--- src/rtl/snd_fifo_pkg.sv ---
package snd_fifo_pkg;
  localparam int SND_DATA_W = 32;
  localparam int SND_DEPTH  = 8;
  localparam int SND_CODE_W = 3;

  typedef enum logic {DIR_TX = 1'b0, DIR_RX = 1'b1} snd_dir_e;

  localparam int FLG_TX_OVF = 0;
  localparam int FLG_TX_UDF = 1;
  localparam int FLG_RX_OVF = 2;
  localparam int FLG_RX_UDF = 3;
  localparam int FLG_NUM    = 4;
endpackage

--- src/rtl/snd_fifo_core.sv ---
module snd_fifo_core #(
  parameter int DATA_W    = 32,
  parameter int DEPTH     = 8,
  parameter bit OVERWRITE = 1'b0,
  localparam int PTR_W    = (DEPTH > 1) ? $clog2(DEPTH) : 1,
  localparam int LVL_W    = $clog2(DEPTH + 1)
) (
  input  logic              clk,
  input  logic              rst_n,
  input  logic              clr,
  input  logic              push,
  input  logic [DATA_W-1:0] push_data,
  input  logic              pop,
  output logic [DATA_W-1:0] head_data,
  output logic [LVL_W-1:0]  level,
  output logic              full,
  output logic              empty,
  output logic              ovf_evt,
  output logic              udf_evt
);
  localparam logic [LVL_W-1:0] FULL_LVL = LVL_W'(DEPTH);
  localparam logic [PTR_W-1:0] LAST_PTR = PTR_W'(DEPTH - 1);

  logic [DATA_W-1:0] mem [DEPTH];
  logic [PTR_W-1:0]  rptr, wptr;
  logic              do_push, do_pop, drop_old, adv_rd;

  function automatic logic [PTR_W-1:0] bump(input logic [PTR_W-1:0] p);
    return (p == LAST_PTR) ? '0 : p + 1'b1;
  endfunction

  assign full  = (level == FULL_LVL);
  assign empty = (level == '0);

  assign do_pop = pop && !empty && !clr;

  generate
    if (OVERWRITE) begin : g_ovw
      assign do_push  = push && !clr;
      assign drop_old = push && full && !pop && !clr;
    end else begin : g_drop
      assign do_push  = push && !full && !clr;
      assign drop_old = 1'b0;
    end
  endgenerate

  assign adv_rd  = do_pop || drop_old;
  assign ovf_evt = push && full && !clr && !(OVERWRITE && pop);
  assign udf_evt = pop && empty && !clr;

  always_ff @(posedge clk or negedge rst_n) begin
    if (!rst_n) begin
      rptr  <= '0;
      wptr  <= '0;
      level <= '0;
    end else if (clr) begin
      rptr  <= '0;
      wptr  <= '0;
      level <= '0;
    end else begin
      if (do_push) wptr <= bump(wptr);
      if (adv_rd)  rptr <= bump(rptr);
      if (do_push && !adv_rd)      level <= level + 1'b1;
      else if (!do_push && adv_rd) level <= level - 1'b1;
    end
  end

  always_ff @(posedge clk) begin
    if (do_push) mem[wptr] <= push_data;
  end

  assign head_data = mem[rptr];


  level_range_chk: assert property (@(posedge clk) disable iff (!rst_n)
    level <= FULL_LVL);


  clr_level_chk: assert property (@(posedge clk) disable iff (!rst_n)
    clr |=> (level == '0));


  push_pop_level_chk: assert property (@(posedge clk) disable iff (!rst_n)
    (push && pop && !full && !empty && !clr) |=> $stable(level));


  full_write_level_chk: assert property (@(posedge clk) disable iff (!rst_n)
    (push && full && !pop && !clr) |=> (level == FULL_LVL));


  empty_take_level_chk: assert property (@(posedge clk) disable iff (!rst_n)
    (pop && empty && !push && !clr) |=> (level == '0));
endmodule

--- src/rtl/snd_w1c_flag.sv ---
module snd_w1c_flag (
  input  logic clk,
  input  logic rst_n,
  input  logic set,
  input  logic w1c,
  output logic flag
);
  always_ff @(posedge clk or negedge rst_n) begin
    if (!rst_n) flag <= 1'b0;
    else        flag <= set | (flag & ~w1c);
  end


  flag_set_chk: assert property (@(posedge clk) disable iff (!rst_n)
    set |=> flag);


  flag_hold_chk: assert property (@(posedge clk) disable iff (!rst_n)
    (flag && !w1c) |=> flag);
endmodule

--- src/rtl/snd_dir_status.sv ---
module snd_dir_status
  import snd_fifo_pkg::*;
#(
  parameter snd_dir_e DIR   = DIR_TX,
  parameter int       LVL_W = 4,
  parameter int       CODE_W = 3
) (
  input  logic              clk,
  input  logic              rst_n,
  input  logic [LVL_W-1:0]  level,
  input  logic              full,
  input  logic              empty,
  input  logic [CODE_W-1:0] thr_code,
  input  logic              dma_en,
  input  logic              ovf,
  input  logic              udf,
  input  logic              ie_ovf,
  input  logic              ie_udf,
  input  logic              ie_thr,
  output logic              thr_flag,
  output logic              dma_req,
  output logic              irq
);
  localparam int CMP_W = ((LVL_W > CODE_W) ? LVL_W : CODE_W) + 1;

  logic [CMP_W-1:0] lvl_x, code_x;
  assign lvl_x  = CMP_W'(level);
  assign code_x = CMP_W'(thr_code);

  generate
    if (DIR == DIR_RX) begin : g_rx
      assign thr_flag = (lvl_x >= code_x + 1'b1);
      assign dma_req  = dma_en && !empty;
    end else begin : g_tx
      assign thr_flag = (lvl_x <= code_x);
      assign dma_req  = dma_en && !full;
    end
  endgenerate

  assign irq = (ovf & ie_ovf) | (udf & ie_udf) | (thr_flag & ie_thr);

  generate
    if (DIR == DIR_RX) begin : g_rx_chk

      rx_full_thr_chk: assert property (@(posedge clk) disable iff (!rst_n)
        full |-> thr_flag);

      rx_empty_thr_chk: assert property (@(posedge clk) disable iff (!rst_n)
        empty |-> !thr_flag);
    end else begin : g_tx_chk

      tx_empty_thr_chk: assert property (@(posedge clk) disable iff (!rst_n)
        empty |-> thr_flag);
    end
  endgenerate
endmodule

--- src/rtl/snd_fifo_pair.sv ---
module snd_fifo_pair
  import snd_fifo_pkg::*;
#(
  parameter int DATA_W = SND_DATA_W,
  parameter int DEPTH  = SND_DEPTH,
  parameter int CODE_W = SND_CODE_W,
  localparam int LVL_W = $clog2(DEPTH + 1)
) (
  input  logic              clk,
  input  logic              rst_n,
  input  logic              sw_tx_valid,
  output logic              sw_tx_ready,
  input  logic [DATA_W-1:0] sw_tx_data,
  output logic              sh_tx_valid,
  input  logic              sh_tx_ready,
  output logic [DATA_W-1:0] sh_tx_data,
  input  logic              sh_rx_valid,
  input  logic [DATA_W-1:0] sh_rx_data,
  output logic              sw_rx_valid,
  input  logic              sw_rx_ready,
  output logic [DATA_W-1:0] sw_rx_data,
  input  logic              tx_clr,
  input  logic              rx_clr,
  input  logic [CODE_W-1:0] tx_thr_code,
  input  logic [CODE_W-1:0] rx_thr_code,
  input  logic              tx_dma_en,
  input  logic              rx_dma_en,
  input  logic              ie_tx_ovf,
  input  logic              ie_tx_udf,
  input  logic              ie_tx_thr,
  input  logic              ie_rx_ovf,
  input  logic              ie_rx_udf,
  input  logic              ie_rx_thr,
  input  logic              tx_ovf_w1c,
  input  logic              tx_udf_w1c,
  input  logic              rx_ovf_w1c,
  input  logic              rx_udf_w1c,
  output logic [LVL_W-1:0]  tx_level,
  output logic              tx_full,
  output logic              tx_empty,
  output logic              tx_thr,
  output logic              tx_ovf,
  output logic              tx_udf,
  output logic [LVL_W-1:0]  rx_level,
  output logic              rx_full,
  output logic              rx_empty,
  output logic              rx_thr,
  output logic              rx_ovf,
  output logic              rx_udf,
  output logic              tx_dma_req,
  output logic              rx_dma_req,
  output logic              tx_irq,
  output logic              rx_irq,
  output logic              irq
);
  logic [FLG_NUM-1:0] flg_set, flg_w1c, flg_q;

  snd_fifo_core #(.DATA_W(DATA_W), .DEPTH(DEPTH), .OVERWRITE(1'b0)) u_tx_core (
    .clk(clk), .rst_n(rst_n), .clr(tx_clr),
    .push(sw_tx_valid), .push_data(sw_tx_data), .pop(sh_tx_ready),
    .head_data(sh_tx_data), .level(tx_level), .full(tx_full), .empty(tx_empty),
    .ovf_evt(flg_set[FLG_TX_OVF]), .udf_evt(flg_set[FLG_TX_UDF])
  );

  snd_fifo_core #(.DATA_W(DATA_W), .DEPTH(DEPTH), .OVERWRITE(1'b1)) u_rx_core (
    .clk(clk), .rst_n(rst_n), .clr(rx_clr),
    .push(sh_rx_valid), .push_data(sh_rx_data), .pop(sw_rx_ready),
    .head_data(sw_rx_data), .level(rx_level), .full(rx_full), .empty(rx_empty),
    .ovf_evt(flg_set[FLG_RX_OVF]), .udf_evt(flg_set[FLG_RX_UDF])
  );

  assign sw_tx_ready = !tx_full;
  assign sh_tx_valid = !tx_empty;
  assign sw_rx_valid = !rx_empty;

  assign flg_w1c[FLG_TX_OVF] = tx_ovf_w1c;
  assign flg_w1c[FLG_TX_UDF] = tx_udf_w1c;
  assign flg_w1c[FLG_RX_OVF] = rx_ovf_w1c;
  assign flg_w1c[FLG_RX_UDF] = rx_udf_w1c;

  generate
    for (genvar g = 0; g < FLG_NUM; g++) begin : g_flag
      snd_w1c_flag u_flag (
        .clk(clk), .rst_n(rst_n), .set(flg_set[g]), .w1c(flg_w1c[g]), .flag(flg_q[g])
      );
    end
  endgenerate

  assign tx_ovf = flg_q[FLG_TX_OVF];
  assign tx_udf = flg_q[FLG_TX_UDF];
  assign rx_ovf = flg_q[FLG_RX_OVF];
  assign rx_udf = flg_q[FLG_RX_UDF];

  snd_dir_status #(.DIR(DIR_TX), .LVL_W(LVL_W), .CODE_W(CODE_W)) u_tx_stat (
    .clk(clk), .rst_n(rst_n), .level(tx_level), .full(tx_full), .empty(tx_empty),
    .thr_code(tx_thr_code), .dma_en(tx_dma_en), .ovf(tx_ovf), .udf(tx_udf),
    .ie_ovf(ie_tx_ovf), .ie_udf(ie_tx_udf), .ie_thr(ie_tx_thr),
    .thr_flag(tx_thr), .dma_req(tx_dma_req), .irq(tx_irq)
  );

  snd_dir_status #(.DIR(DIR_RX), .LVL_W(LVL_W), .CODE_W(CODE_W)) u_rx_stat (
    .clk(clk), .rst_n(rst_n), .level(rx_level), .full(rx_full), .empty(rx_empty),
    .thr_code(rx_thr_code), .dma_en(rx_dma_en), .ovf(rx_ovf), .udf(rx_udf),
    .ie_ovf(ie_rx_ovf), .ie_udf(ie_rx_udf), .ie_thr(ie_rx_thr),
    .thr_flag(rx_thr), .dma_req(rx_dma_req), .irq(rx_irq)
  );

  assign irq = tx_irq | rx_irq;


  tx_dma_full_chk: assert property (@(posedge clk) disable iff (!rst_n)
    tx_full |-> !tx_dma_req);


  rx_dma_empty_chk: assert property (@(posedge clk) disable iff (!rst_n)
    rx_empty |-> !rx_dma_req);


  irq_ovf_chk: assert property (@(posedge clk) disable iff (!rst_n)
    ((tx_ovf && ie_tx_ovf) || (rx_ovf && ie_rx_ovf)) |-> irq);


  reset_empty_chk: assert property (@(posedge clk) disable iff (!rst_n)
    $rose(rst_n) |-> (tx_empty && rx_empty));
endmodule

--- config.mk ---
export PLATFORM = sky130hd
export DESIGN_NAME = snd_fifo_pair
export DESIGN_NICKNAME = d
export VERILOG_FILES = /design/src/rtl/snd_fifo_pkg.sv /design/src/rtl/snd_fifo_core.sv /design/src/rtl/snd_w1c_flag.sv /design/src/rtl/snd_dir_status.sv /design/src/rtl/snd_fifo_pair.sv
export SDC_FILE = /design/constraint.sdc
export NUM_CORES = 1
export LEC_CHECK = 0
export CAP_MARGIN = 20
export CORE_MARGIN = 2
export CORE_UTILIZATION = 58
export CTS_CLUSTER_SIZE = 10
export DETAILED_ROUTE_END_ITERATION = 12
export PLACE_DENSITY = 0.9
export SETUP_SLACK_MARGIN = 0.15
export SYNTH_ARGS = -nofsm -noshare
export SYNTH_HDL_FRONTEND = slang
export SYNTH_SLANG_ARGS = --single-unit
--- constraint.sdc ---
create_clock -name clk -period 6 [get_ports clk]
set_clock_uncertainty 0.15 [all_clocks]
set_input_delay 1.8 -clock clk [delete_from_list [all_inputs] [get_ports clk]]
set_output_delay 1.8 -clock clk [all_outputs]
set_load 0.05 [all_outputs]
==> results of run 1 <==
==> stage by stage <==
stage | util (%) | total power [W] | setup WS, ns | hold WS, ns | std cells
3_3_place_gp | 66.3 | 0.00791 | 0.314 | 0.380 | 1575
4_1_cts | 71.0 | 0.0113 | 0.251 | 0.406 | 1664
3_5_place_dp | 66.3 | 0.00800 | 0.260 | 0.395 | 1575
5_1_grt | 71.0 | 0.0116 | 0.155 | 0.432 | 1666
2_1_floorplan | - | 0.00690 | 0.268 | 0.420 | 949
6_report | 71.1 | 0.0112 | 0.232 | 0.403 | 1667
==> registers in the layout (all words and copies together) (netlist names) <==
signal,cells
u_tx_core.wptr,3
u_rx_core.level,4
u_rx_core.rptr,3
u_tx_core.level,4
g_flag.u_flag.flag,4
u_tx_core.mem,256
u_rx_core.mem,256
u_rx_core.wptr,3
u_tx_core.rptr,3
==> how the worst max path moves through the flow <==
stage / from / endpoint / cells after the start
after detailed placement: rx_thr_code[0] / irq / 9
after CTS: rx_thr_code[0] / irq / 9
final: rx_thr_code[0] / irq / 9
after global routing: rx_thr_code[0] / irq / 9
after floorplan: tx_thr_code[1] / irq / 7
after global placement: rx_thr_code[0] / irq / 9
==> logic make-up after synthesis <==
kind of cell    share of synthesized area [%]
flops                                    76.2
mux                                      17.4
simple gates                             2.24
buf+inv                                  1.17
compound gates                           1.32
fa+ha+maj                                1.38
xor+xnor                                0.298
==> power by group through the flow <==
| stage | sequential, W | combinational (W) | clock (W) |
|---|---|---|---|
| after detailed placement | 0.00449 | 0.00350 | 0 |
| after global routing | 0.00444 | 0.00370 | 0.00343 |
| final | 0.00442 | 0.00353 | 0.00325 |
| after CTS | 0.00442 | 0.00356 | 0.00331 |
| after global placement | 0.00448 | 0.00343 | 0 |
| after floorplan | 0.00447 | 0.00243 | 0 |
==> worst max-delay path, stage by stage <==
cell and delay (ns):
clkdlybuf4s50_1 0.44, ha_1 0.29, inv_1 0.04, ha_1 0.27
o21ai_0 0.10, a21oi_1 0.12, a31o_2 0.29, a211o_1 0.27
buf_4 0.19
==> final cells by class <==
type                    count  share of cell area [%]
flip-flops and latches    536                    63.2
multi-input cells         353                    19.3
repair buffers            205                    8.16
clock buffers              83                    6.36
well taps                 461                    2.28
clock inverters             6                   0.361
inverters                  20                   0.297
diodes                      3                  0.0297
==> layout by cell type (no fill, tap or decap), types with 12 or more instances in the layout <==
cell type / instances
clkdlybuf4s50_1: 174
nor2_1: 20
nand2_1: 16
mux2_2: 64
ha_1: 20
mux4_2: 128
clkbuf_16: 60
a21oi_1: 12
inv_1: 20
edfxtp_1: 512
clkbuf_1: 21
buf_4: 24
dfrtp_1: 20
==> routing by layer <==
metal,GRT usage (%),vias up,part of all wire (%)
met5,0,-,0.024
met4,8.28,2,2.5
met3,5.51,80,7.8
met2,42.1,499,52
met1,31.8,5395,37
li1,-,4394,-
==> timing repair <==
action                                  CTS  global route
hold buffers                              0             0
hold endpoints to repair                  0             0
endpoints found under the setup margin    0             1
==> flow_summary.ini, run 1 <==
[outcome]
outcome = finished clean

[power_and_ir_drop]
seq_power_share_pct = 39.5
power_frac_comb_pct = 31.5
sw_frac_of_total_pct = 31.9
irDropWorstVdd_uv = 438
clockPowerShare_pct = 29.0
power.density_mw_per_mm2 = 443
p_switching_w = 0.00358
leakage_nw = 8.13
p_int_w = 0.00762

[routing]
drtAntennaViolNets = 0
drc = 0
vias_per_cell = 6.22
num_vias = 10400
avgRoutedWirePerCell_um = 27.3
drt_iter0_markers = 1000
drt_wl_total_um = 45500
drtPass1Iterations = 7

[setup_path]
arrival_ns = 3.82
critical_path_class = primary input to primary output
worstPathMaxFanout = 3
reg2reg_to = u_rx_core.level[3]$_DFFE_PN0P_
crit_path_end_kind = primary output
r2r_slack_ns = 3.08
cp-start-kind = primary input
cp.required_ns = 4.05
reg2reg_depth = 9
r2r_start = u_rx_core.level[1]$_DFFE_PN0P_

[synth]
ys_top_cells_by_area = edfxtp_1 (73%), mux4_2 (14%), mux2_2 (3.4%), dfrtp_1 (2.9%), ha_1 (1.2%)
synth_top_area_share_pct = 73.3
synth.largest_area_cell = edfxtp_1
synth.net_count = 1061
ys_warn_count = 0
synth-async-reset-ratio_pct = 4.48
syn-cell-area_mm2 = 0.0210
synth_seq_cells = 536
synth_edf_count = 512
ys_top_cells_by_count = edfxtp_1 (512), mux4_2 (128), mux2_2 (64)
synth_most_common_cell = edfxtp_1
yosys_most_used_dff = edfxtp_1
synth_cells = 949
yosysSeqAreaShare_pct = 76.2
avgSynthCellArea_um2 = 22.1
synth_cell_types = 50

[die]
die_y_um = 194
ios = 180
num_rows = 69
coreArea_mm2 = 0.0356
start_util_pct = 59.0
die_w_um = 194
dieArea_mm2 = 0.0377

[hold_path]
hp-start = g_flag[2].u_flag.flag$_DFF_PN0_
min_delay_worst_endpoint = g_flag[2].u_flag.flag$_DFF_PN0_
hold_path_class = flip-flop to flip-flop
whs_path_depth = 1

[timing]
period_minus_slack_ns = 5.77
hold_viol = 0
slew_viol_final = 0
slew_headroom_pct = 37.0
finalSetupViolCount = 0
max_freq_ghz = 0.173
rsz0062_at_grt = no
worstMarginPinSlew_ns = 0.945
final.setup.tns_ns = 0
finalCritPeriodShare_pct = 96.1

[clock_network]
cts_root_buf = clkbuf_16
clkTransAtPathRegs_ns = 0.05
clock_latency_ns = 0.61
cts_sinks = 536
cts_resized = 0
cts_setup_buffers = 0
cts_buffer_depth = 3
cts_tree = yes
numCtsBuffers = 60
htreeDepth = 2

[layout]
area_growth_pct = 20.5
finalNetCount = 1288
stdcell_area_mm2 = 0.0253
num-fill-cells = 1990
ff_latch_area_mm2 = 0.0160
drive_gt1_share_pct = 26.5
multi_input_area_mm2 = 0.00487

[placement]
dp_hpwl_um = 24400
place.gp.congestion = 0.757
postPlaceCellArea_mm2 = 0.0236
port_buffers = 179

[flow_run]
maxCapViolCount = 0

[grt]
grt_pass1_vias = 11300
antenna_found_initial = 4
grt_max_degree = 67
grt_first_pass_wirelength_um = 69400
overflow = 0
grt_usage_pct = 24.7
Note: power is estimated with default switching activity, not from simulation.
==> inputs of run 2 (changes only) <==
--- a/config.mk
+++ b/config.mk
@@ -7,10 +7,11 @@
 export LEC_CHECK = 0
 export CAP_MARGIN = 20
 export CORE_MARGIN = 2
-export CORE_UTILIZATION = 58
+export CORE_UTILIZATION = 60
+export CTS_BUF_LIST = sky130_fd_sc_hd__clkbuf_4 sky130_fd_sc_hd__clkbuf_8
 export CTS_CLUSTER_SIZE = 10
 export DETAILED_ROUTE_END_ITERATION = 12
-export PLACE_DENSITY = 0.9
+export PLACE_DENSITY = 0.92
 export SETUP_SLACK_MARGIN = 0.15
 export SYNTH_ARGS = -nofsm -noshare
 export SYNTH_HDL_FRONTEND = slang
==> run 2 against run 1 <==
  * Via count is 0.15% lower
  * Non-clock buffer count is 2 lower
  * Hold slack better by 0.015 ns
  * Register-to-register slack worse by 0.09 ns
  * Sequential share of layout area is 0.22 points higher
  * Worst setup slack worse by 0.027 ns
  * First-iteration DRC count is 20% lower
  * Die area is 3.3% lower
  * Clock power is 7.4% lower
  * Sequential power hardly changed
  * Fmax is 0.47% lower
==> flow_summary.ini, run 2 (same netlist as run 1, synthesis figures left out) <==
[setup_path]
arrival_ns = 3.85
cp-start-kind = primary input
path_cells = clkdlybuf4s50_1 -> ha_1 -> inv_1 -> ha_1 -> o21ai_0 -> a21oi_1 -> a31o_2 -> a211o_1 -> buf_4
cpLargestDelayFamily = compound AO/OA/AOI/OAI gates
reg2reg_to = u_rx_core.level[3]$_DFFE_PN0P_
crit_path_end_kind = primary output
max_stage_delay_ns = 0.47
r2r_start = u_rx_core.level[1]$_DFFE_PN0P_
cp_num_buf_inv = 3
reg2reg_depth = 9
crit_path_frequent_cell = ha_1
worstPathMaxFanout = 3
r2r_slack_ns = 2.99
critical_path_class = primary input to primary output
cp.required_ns = 4.05
cpMaxStageDelayCell = clkdlybuf4s50_1

[die]
ios = 180
num_rows = 68
start_util_pct = 60.9
die_y_um = 191
die_w_um = 191
dieArea_mm2 = 0.0365
coreArea_mm2 = 0.0345

[timing]
hold_viol = 0
slew_headroom_pct = 27.8
rsz0062_at_grt = no
slew_viol_final = 0
worst_hold_slack_ns = 0.418
fin_ws_ns = 0.204
final.setup.tns_ns = 0
worstMarginPinSlew_ns = 1.08
finalSetupViolCount = 0
max_freq_ghz = 0.173
finalCritPeriodShare_pct = 96.6
period_minus_slack_ns = 5.80

[routing]
drt_wl_total_um = 43900
drt_iter0_markers = 803
avgRoutedWirePerCell_um = 25.7
num_vias = 10400
drc = 0
drtPass1Iterations = 5
vias_per_cell = 6.05
drtAntennaViolNets = 0

[placement]
port_buffers = 179
postPlaceCellArea_mm2 = 0.0236
dp_worst_setup_slack_ns = 0.223
place.gp.congestion = 0.733
dp_hpwl_um = 24800

[hold_path]
min_delay_worst_endpoint = g_flag[0].u_flag.flag$_DFF_PN0_
hp-start = g_flag[0].u_flag.flag$_DFF_PN0_
whs_path_depth = 2
hold_path_class = flip-flop to flip-flop

[clock_network]
cts_root_buf = clkbuf_8
cts_buffer_depth = 3
cts_tree = yes
cts_setup_buffers = 0
cts_resized = 0
htreeDepth = 3
clkTransAtPathRegs_ns = 0.06
clock_latency_ns = 0.62
cts_sinks = 536
postCtsHoldBufs = 0
numCtsBuffers = 80

[grt]
grt_pass1_vias = 11200
grt_max_degree = 50
antenna_found_initial = 3
grt_usage_pct = 24.9
overflow = 0
grt_first_pass_wirelength_um = 66400

[power_and_ir_drop]
leakage_nw = 8.16
irDropWorstVdd_uv = 369
power.density_mw_per_mm2 = 434

[layout]
final_common_cell = edfxtp_1
area_growth_pct = 20.1
reg_top3 = u_rx_core.mem: 256 flops, u_tx_core.mem: 256 flops
drive_gt1_share_pct = 30.5
stdcell_area_mm2 = 0.0252
final_cell_mix = edfxtp_1 (512), clkdlybuf4s50_1 (174), mux4_2 (128), clkbuf_8 (83), mux2_2 (64)
finalNetCount = 1306
ff_latch_area_mm2 = 0.0160
multi_input_area_mm2 = 0.00487
num-fill-cells = 1797

[outcome]
outcome = finished clean

[flow_run]
maxCapViolCount = 0
[run 2: through the flow]
stage               cells  total power (W)  utilization, %
global route         1708           0.0113            73.1
detailed placement   1567          0.00799            68.4
global placement     1567          0.00789            68.4
finish               1710           0.0109            73.1
floorplan             949          0.00690               -
CTS                  1707           0.0110            73.1
[run 2: worst max path at each step]
stage                   startpoint   to  slack (ns)  cells past startpoint
floorplan           tx_thr_code[1]  irq        0.27                      7
global placement    rx_thr_code[0]  irq        0.31                      9
detailed placement  rx_thr_code[0]  irq        0.22                      9
CTS                 rx_thr_code[0]  irq        0.22                      9
global route        rx_thr_code[0]  irq        0.19                      9
finish              rx_thr_code[0]  irq        0.20                      9
[run 2: layout make-up]
class	instances	area share (%)
well taps	455	2.26
multi-input cells	353	19.3
flip-flops and latches	536	63.5
clock inverters	22	0.864
inverters	20	0.298
repair buffers	203	8.18
diodes	3	0.0298
clock buffers	118	5.58
[run 2: power breakdown]
group / switching (W) / total (W) / internal [W]
Sequential: 0.000227 / 0.00445 / 0.00422
Clock: 0.00133 / 0.00301 / 0.00167
Combinational: 0.00196 / 0.00347 / 0.00151
Total: 0.00352 / 0.0109 / 0.00740
[run 2: metal layers]
layer,share of wire [%],GRT usage [%],up-vias
li1,-,-,4446
met1,36,30.4,5344
met2,53,43.5,489
met3,8.4,6.96,75
met4,2.2,7.69,0
met5,0,0,-
[run 2: worst reg2reg max path, cell delays in order (launching register included)]
cell	delay (ns)
dfrtp_1	0.45
nor3_1	0.65
mux2i_1	0.32
nand2_1	0.15
ha_1	0.31
a211oi_1	0.08
or4_1	0.51
o31ai_1	0.09
nand2b_1	0.09
a31oi_1	0.14
